### src/rtl/lpg_pkg.sv
package lpg_pkg;

    localparam int LPG_NPIN    = 8;
    localparam int LPG_DATA_W  = 32;
    localparam int LPG_ADDR_W  = 5;
    localparam int LPG_CLR_LSB = 16;
    localparam int LPG_DMA_BIT = 31;

    // word index taken from address bits [4:2]
    typedef enum logic [2:0] {
        OFS_MODE   = 3'd0,
        OFS_DOUT   = 3'd1,
        OFS_PIN    = 3'd2,
        OFS_SETCLR = 3'd3,
        OFS_CLR    = 3'd4
    } reg_sel_e;

    typedef struct packed {
        logic                  we;
        logic [LPG_ADDR_W-1:0] addr;
        logic [LPG_DATA_W-1:0] wdata;
    } bus_req_t;

    function automatic reg_sel_e word_sel(input logic [LPG_ADDR_W-1:0] a);
        return reg_sel_e'(a[LPG_ADDR_W-1:2]);
    endfunction

endpackage

### src/rtl/lpg_sync.sv
module lpg_sync #(
    parameter int NPIN   = lpg_pkg::LPG_NPIN,
    parameter int STAGES = 2
) (
    input  logic            clk,
    input  logic            rst,
    input  logic [NPIN-1:0] d,
    output logic [NPIN-1:0] q
);
    logic [NPIN-1:0] stg [STAGES];

    for (genvar s = 0; s < STAGES; s++) begin : g_stage
        if (s == 0) begin : g_first
            always_ff @(posedge clk) begin
                if (rst) stg[0] <= '0;
                else     stg[0] <= d;
            end
        end else begin : g_next
            always_ff @(posedge clk) begin
                if (rst) stg[s] <= '0;
                else     stg[s] <= stg[s-1];
            end
        end
    end

    assign q = stg[STAGES-1];
endmodule

### src/rtl/lpg_arbiter.sv
module lpg_arbiter (
    input  logic clk,
    input  logic rst,
    input  logic cpu_req,
    input  logic dma_req,
    input  logic lowpwr,
    input  logic dma_en,
    output logic cpu_gnt,
    output logic dma_gnt,
    output logic dma_refuse
);
    logic dma_turn;
    logic dma_allowed;

    assign dma_turn    = dma_req & ~cpu_req;
    assign dma_allowed = lowpwr & dma_en;
    assign cpu_gnt     = cpu_req;
    assign dma_gnt     = dma_turn & dma_allowed;
    assign dma_refuse  = dma_turn & ~dma_allowed;

    AST_GNT_EXCL: assert property (@(posedge clk) disable iff (rst)
        $onehot0({cpu_gnt, dma_gnt, dma_refuse}));
    AST_DMA_GATE: assert property (@(posedge clk) disable iff (rst)
        dma_gnt |-> (lowpwr && dma_en));
endmodule

### src/rtl/lpg_regfile.sv
module lpg_regfile
    import lpg_pkg::*;
#(
    parameter int NPIN = LPG_NPIN
) (
    input  logic                  clk,
    input  logic                  rst,
    input  logic                  acc,
    input  bus_req_t              req,
    input  logic [NPIN-1:0]       pin_lvl,
    output logic [LPG_DATA_W-1:0] rdata,
    output logic [NPIN-1:0]       mode_q,
    output logic [NPIN-1:0]       dout_q,
    output logic                  dma_en_q
);
    reg_sel_e        sel;
    logic [NPIN-1:0] set_bits;
    logic [NPIN-1:0] clr_bits;
    logic            wr;
    logic            unused_bits;

    assign sel      = word_sel(req.addr);
    assign set_bits = req.wdata[NPIN-1:0];
    assign clr_bits = req.wdata[LPG_CLR_LSB +: NPIN];
    assign wr       = acc & req.we;
    assign unused_bits = ^{req.addr[1:0], req.wdata};

    always_ff @(posedge clk) begin
        if (rst) begin
            mode_q   <= '0;
            dout_q   <= '0;
            dma_en_q <= 1'b0;
        end else if (wr) begin
            case (sel)
                OFS_MODE: begin
                    mode_q   <= req.wdata[NPIN-1:0];
                    dma_en_q <= req.wdata[LPG_DMA_BIT];
                end
                OFS_DOUT:   dout_q <= req.wdata[NPIN-1:0];
                OFS_SETCLR: dout_q <= (dout_q & ~clr_bits) | set_bits;
                OFS_CLR:    dout_q <= dout_q & ~set_bits;
                default: ;
            endcase
        end
    end

    always_comb begin
        rdata = '0;
        case (sel)
            OFS_MODE: begin
                rdata[NPIN-1:0]    = mode_q;
                rdata[LPG_DMA_BIT] = dma_en_q;
            end
            OFS_DOUT: rdata[NPIN-1:0] = dout_q;
            OFS_PIN:  rdata[NPIN-1:0] = pin_lvl;
            default:  rdata = '0;
        endcase
    end

    AST_SET_WINS: assert property (@(posedge clk) disable iff (rst)
        (wr && sel == OFS_SETCLR && |(set_bits & clr_bits))
        |=> ((dout_q & $past(set_bits & clr_bits)) == $past(set_bits & clr_bits)));
    AST_CLR_ONLY: assert property (@(posedge clk) disable iff (rst)
        (wr && sel == OFS_CLR) |=> ((dout_q & $past(set_bits)) == '0));
endmodule

### src/rtl/lp_gpio_port.sv
module lp_gpio_port
    import lpg_pkg::*;
(
    input  logic                  clk,
    input  logic                  rst,
    input  logic                  lowpwr,
    input  logic                  cpu_req,
    input  logic                  cpu_we,
    input  logic [LPG_ADDR_W-1:0] cpu_addr,
    input  logic [LPG_DATA_W-1:0] cpu_wdata,
    output logic [LPG_DATA_W-1:0] cpu_rdata,
    output logic                  cpu_ack,
    input  logic                  dma_req,
    input  logic                  dma_we,
    input  logic [LPG_ADDR_W-1:0] dma_addr,
    input  logic [LPG_DATA_W-1:0] dma_wdata,
    output logic [LPG_DATA_W-1:0] dma_rdata,
    output logic                  dma_ack,
    output logic                  dma_err,
    input  logic [LPG_NPIN-1:0]   pin_in,
    output logic [LPG_NPIN-1:0]   pin_oe,
    output logic [LPG_NPIN-1:0]   pin_do
);
    logic                  cpu_gnt, dma_gnt, dma_refuse;
    logic                  dma_en;
    logic                  acc;
    bus_req_t              sel_req;
    logic [LPG_DATA_W-1:0] rdata;
    logic [LPG_NPIN-1:0]   mode_q, dout_q, pin_lvl;

    lpg_arbiter u_arb (
        .clk(clk), .rst(rst),
        .cpu_req(cpu_req), .dma_req(dma_req),
        .lowpwr(lowpwr), .dma_en(dma_en),
        .cpu_gnt(cpu_gnt), .dma_gnt(dma_gnt), .dma_refuse(dma_refuse)
    );

    lpg_sync #(.NPIN(LPG_NPIN), .STAGES(2)) u_sync (
        .clk(clk), .rst(rst), .d(pin_in), .q(pin_lvl)
    );

    always_comb begin
        if (cpu_gnt) sel_req = '{we: cpu_we, addr: cpu_addr, wdata: cpu_wdata};
        else         sel_req = '{we: dma_we, addr: dma_addr, wdata: dma_wdata};
    end
    assign acc = cpu_gnt | dma_gnt;

    lpg_regfile #(.NPIN(LPG_NPIN)) u_regs (
        .clk(clk), .rst(rst), .acc(acc), .req(sel_req), .pin_lvl(pin_lvl),
        .rdata(rdata), .mode_q(mode_q), .dout_q(dout_q), .dma_en_q(dma_en)
    );

    assign cpu_ack   = cpu_gnt;
    assign cpu_rdata = cpu_gnt ? rdata : '0;
    assign dma_ack   = dma_gnt | dma_refuse;
    assign dma_err   = dma_refuse;
    assign dma_rdata = dma_gnt ? rdata : '0;
    assign pin_oe    = mode_q;
    assign pin_do    = dout_q & mode_q;

    AST_CPU_WINS: assert property (@(posedge clk) disable iff (rst)
        (cpu_req && dma_req) |-> (cpu_ack && !dma_ack));
    AST_REFUSE_ZERO: assert property (@(posedge clk) disable iff (rst)
        dma_err |-> (dma_rdata == '0 && dma_ack));
    AST_REFUSE_HOLD: assert property (@(posedge clk) disable iff (rst)
        dma_err |=> ($stable(pin_oe) && $stable(pin_do) && $stable(dma_en)));
    AST_INPUT_QUIET: assert property (@(posedge clk) disable iff (rst)
        (pin_do & ~pin_oe) == '0);
endmodule

### config.mk
export PLATFORM = sky130hd
export DESIGN_NAME = lp_gpio_port
export DESIGN_NICKNAME = d
export VERILOG_FILES = /design/src/rtl/lpg_pkg.sv /design/src/rtl/lpg_sync.sv /design/src/rtl/lpg_arbiter.sv /design/src/rtl/lpg_regfile.sv /design/src/rtl/lp_gpio_port.sv
export SDC_FILE = /design/constraint.sdc
export NUM_CORES = 1
export LEC_CHECK = 0
export CELL_PAD_IN_SITES_DETAIL_PLACEMENT = 0
export CELL_PAD_IN_SITES_GLOBAL_PLACEMENT = 2
export CORE_ASPECT_RATIO = 1.4
export CORE_MARGIN = 3
export CORE_UTILIZATION = 19
export CTS_BUF_LIST = sky130_fd_sc_hd__clkbuf_8
export DETAILED_ROUTE_END_ITERATION = 6
export PLACE_DENSITY_LB_ADDON = 0.1
export SLEW_MARGIN = 20
export SYNTH_ARGS = -nofsm -noshare
export SYNTH_HDL_FRONTEND = slang
export SYNTH_SLANG_ARGS = --single-unit
### constraint.sdc
create_clock -name clk -period 4.2 [get_ports clk]
set_input_delay 1.05 -clock clk [delete_from_list [all_inputs] [get_ports clk]]
set_output_delay 1.05 -clock clk [all_outputs]
set_load 0.02 [all_outputs]
==> metrics.md <==
| Metric | Value |
|---|---|
| Outcome | `finished clean` |
| Global-route track usage on met1 | `between 10 and 15%` |
| Mean post-synth cell area | `8.35 µm²` |
| Worst Hold Class | `register to register` |
| Final Max Slew Viols | `0` |
| Crit Path Category | `input pin to output port` |
| CP Data Required Time | `3.15 ns` |
| Hold Path Sink | `u_sync.stg[1][2]` |
| Hold slack | `about 0.44 ns` |
| Number of synthesized register bits | `33` |
| Final setup vio count | `0` |
| Worst-Margin Slew | `~0.8 ns` |
| HP Start | `u_sync.stg[0][2]` |
| Sequential area share after synthesis | `slightly below 30%` |
| GR Util met3 | `between 3 and 4%` |
| Setup slack, reg-to-reg | `2.15 ns` |
| DRC errors left | `0` |
| DRT iter0 DRCs | `52` |
| Hold Buf Count CTS | `0` |
| Die Ht | `between 100 and 150 µm` |
| Commonest non-fill, non-tap cell in the layout | `clkdlybuf4s50_1` |
| CTS root buffer | `clkbuf_8` |
| Die area | `0.0134 mm²` |
| Setup Fix Bufs, Post-CTS | `0` |
| Max Cap Viol | `0` |
| Port buffer count | `a little over 90` |
| Initial core utilization | `between 10% and 20%` |
| First-pass GRT wire length | `12,200 µm` |
| Post-synthesis xor/xnor area fraction | `0%` |
| Mapped Area | `0.00229 mm²` |
| CTS tree | `done` |
| CP max FO | `8` |
| Post-detailed-placement cell area | `about 0.0032 mm²` |
| Pre-CTS setup slack | `-0.103 ns` |
| Clock Skews | `0.00622 ns` |
| Synth cell types | `37` |
| Synth Area in Adders | `0%` |
| CP Capture Type | `output port` |
| Synth area leader | `dfxtp_1` |
| Overall routed net length | `just under 8000 µm` |
| Cell depth of the worst hold path | `1` |
| Via count | `~2,100` |
| Post-synth top area share | `between 20% and 30%` |
| Synth Area in Compound Gates | `between 20% and 30%` |
| Max clock buf depth | `2` |
| Period utilization | `a little over nine tenths` |
| FF-to-FF path depth | `5` |
| CP Launch Type | `input pin` |
| Hold violation count in the final report | `0` |
| # IOs | `roughly 170` |
| H-tree depth | `2` |
| Mux share of post-synthesis cell area | `under 10%` |
| Share of cells above drive strength 1 | `11.4%` |
| Clk_lat worst skew | `between 0.2 and 0.3 ns` |
| Post-synthesis simple-gate area fraction | `between 10% and 20%` |
| Largest net degree at the start of global routing | `21` |
| Vias in the first global route | `2,178` |
| Number of synthesized flops with an enable pin | `0` |
| Routed Antenna Nets | `0` |
| Initial antenna violation count | `0` |
| Sink Count | `33` |
| Grt ovf | `0` |
| Layer with the highest usage | `met2` |
| Antenna diodes | `0` |
| Setup repair after global routing missed its margin | `no` |
| Dpl hpwl | `6240 µm` |
| Top cells by area, synth | `dfxtp_1 (29%), buf_4 (15%), a21boi_1 (5.6%)` |
| Most frequent cells in the layout | `clkdlybuf4s50_1 (73), conb_1 (46), dfxtp_1 (33)` |
| YS warnings | `0` |
| CP arrival | `roughly 3.0 ns` |
| Vias per cell | `4.10` |
| P per Cell Area | `about 230 mW/mm²` |
| Grt met2 use | `19.4%` |
| Slew headroom | `a little under half` |
| Post-route insts no fill | `slightly above 500` |
| Area Overhead vs Synth | `44.6%` |
| Worst Slack Setup Final | `~0.15 ns` |
| Reg2reg start | `u_regs.dma_en_q` |
| Placed cells | `about 510` |
| GR Util All Layers | `11.6%` |
| Core box area | `between 0.01 and 0.015 mm²` |
| RePlAce Congestion | `around 0.76` |
| Reg-to-reg critical path endpoint | `u_regs.dout_q[2]` |
| F_max | `roughly 250 MHz` |
| Cell Rows | `between 40 and 50` |
| Cts bufs inserted | `5` |
| Largest family of logic cells by synthesized area | `compound AO/OA/AOI/OAI gates` |
| Die W | `between 90 and 100 µm` |
| WL/cell | `15.0 µm` |
| Maximum VDD drop | `0.116 mV` |
| Cell count after synthesis | `roughly 270` |
| FILL cells | `1,257` |
| Pleak | `about 1.3 nW` |
| Crit path time final | `between 4 and 5 ns` |
| Net count, final | `around 460` |
| TritonRoute pass-1 iters | `4` |
| Clock-pin slew on the worst setup and hold paths | `roughly 0.070 ns` |
| Async SR Flop Fraction | `0%` |
| Synth Flop Type | `dfxtp_1` |
| Design Area, Final | `between 0.003 and 0.004 mm²` |
## Yosys cell counts, types with 2 or more instances
master     count
a2111oi_0      6
nand4b_1       2
a21boi_1      17
a32o_1         2
nor3_1        16
o21ai_1        9
nand2_1       16
buf_4         47
nor2b_1       17
mux2_2        11
or3b_1         2
and2_1         8
clkbuf_1      13
nand3b_1       2
dfxtp_1       33
mux2i_1        8
buf_2          4
a211oi_1       4
or4_1          2
o2bb2ai_1      6
a21boi_0       8
a21oi_1       25
nand4bb_1      2
## report_power, final
group / total, mW / internal, mW / leakage, nW / switching [mW]
clock: 0.239 / 0.114 / 0.0439 / 0.125
combinational: 0.195 / 0.0890 / 0.958 / 0.106
sequential: 0.329 / 0.324 / 0.270 / 0.00536
total: 0.763 / 0.527 / 1.27 / 0.236
## routing by layer
metal | part of all wire [%] | wire length, µm
met4 | 1.0 | 81
met3 | 7.0 | 541
met5 | 0 | 0
met2 | 48 | 3720
met1 | 44 | 3380
## logic make-up (layout without fill, tap and decap cells)
| group | Yosys count | after routing |
|---|---|---|
| simple gates | 73 | 73 |
| compound gates | 81 | 81 |
| flops | 33 | 33 |
| buf+inv | 67 | 118 |
| other cells | 1 | 46 |
| mux | 19 | 19 |
## critical path, cell delays in order
cell	delay, ns
clkdlybuf4s50_1	0.42
or3b_1	0.48
a21oi_1	0.23
buf_4	0.20
nand2_1	0.07
a21oi_1	0.19
dlygate4sd2_1	0.36
## worst max-delay path by stage
stage,slack (ns),to,start,cells after the start
6_report,0.15,dma_rdata[3],cpu_addr[2],7
5_1_grt,0.00005,dma_rdata[1],cpu_addr[2],7
4_1_cts,0.03,cpu_rdata[31],cpu_addr[2],6
3_5_place_dp,-0.10,dma_rdata[1],dma_addr[2],6
3_3_place_gp,-0.12,dma_rdata[1],dma_addr[2],6
2_1_floorplan,0.50,dma_rdata[0],cpu_req,6
## stage by stage
step / setup TNS (ns) / power, mW / utilization, %
floorplan: 0 / 0.476 / -
global placement: -1.51 / 0.532 / 28.0
detailed placement: -1.29 / 0.533 / 28.0
CTS: 0 / 0.779 / 28.6
global route: 0 / 0.806 / 28.6
finish: 0 / 0.763 / 28.6
## final cells by class
type,count,area [µm²],area share (%)
Inverter,2,7.51,0.227
Clock buffer,5,68.8,2.08
Tap cell,144,180,5.44
Sequential cell,33,661,20.0
Multi-Input combinational cell,219,1360,41.1
Clock inverter,3,17.5,0.529
Timing Repair Buffer,108,1020,30.7
## registers in the layout, indices dropped and copies added, names as in the netlist
| signal | count |
|---|---|
| u_regs.dma_en_q | 1 |
| u_regs.mode_q | 8 |
| u_sync.stg | 16 |
| u_regs.dout_q | 8 |
## timing repair
action                                 CTS  global route
setup endpoints to repair               16             5
gates resized for setup                 17             6
endpoints found under the hold margin    0             0
(Power assumes the default switching activity.)
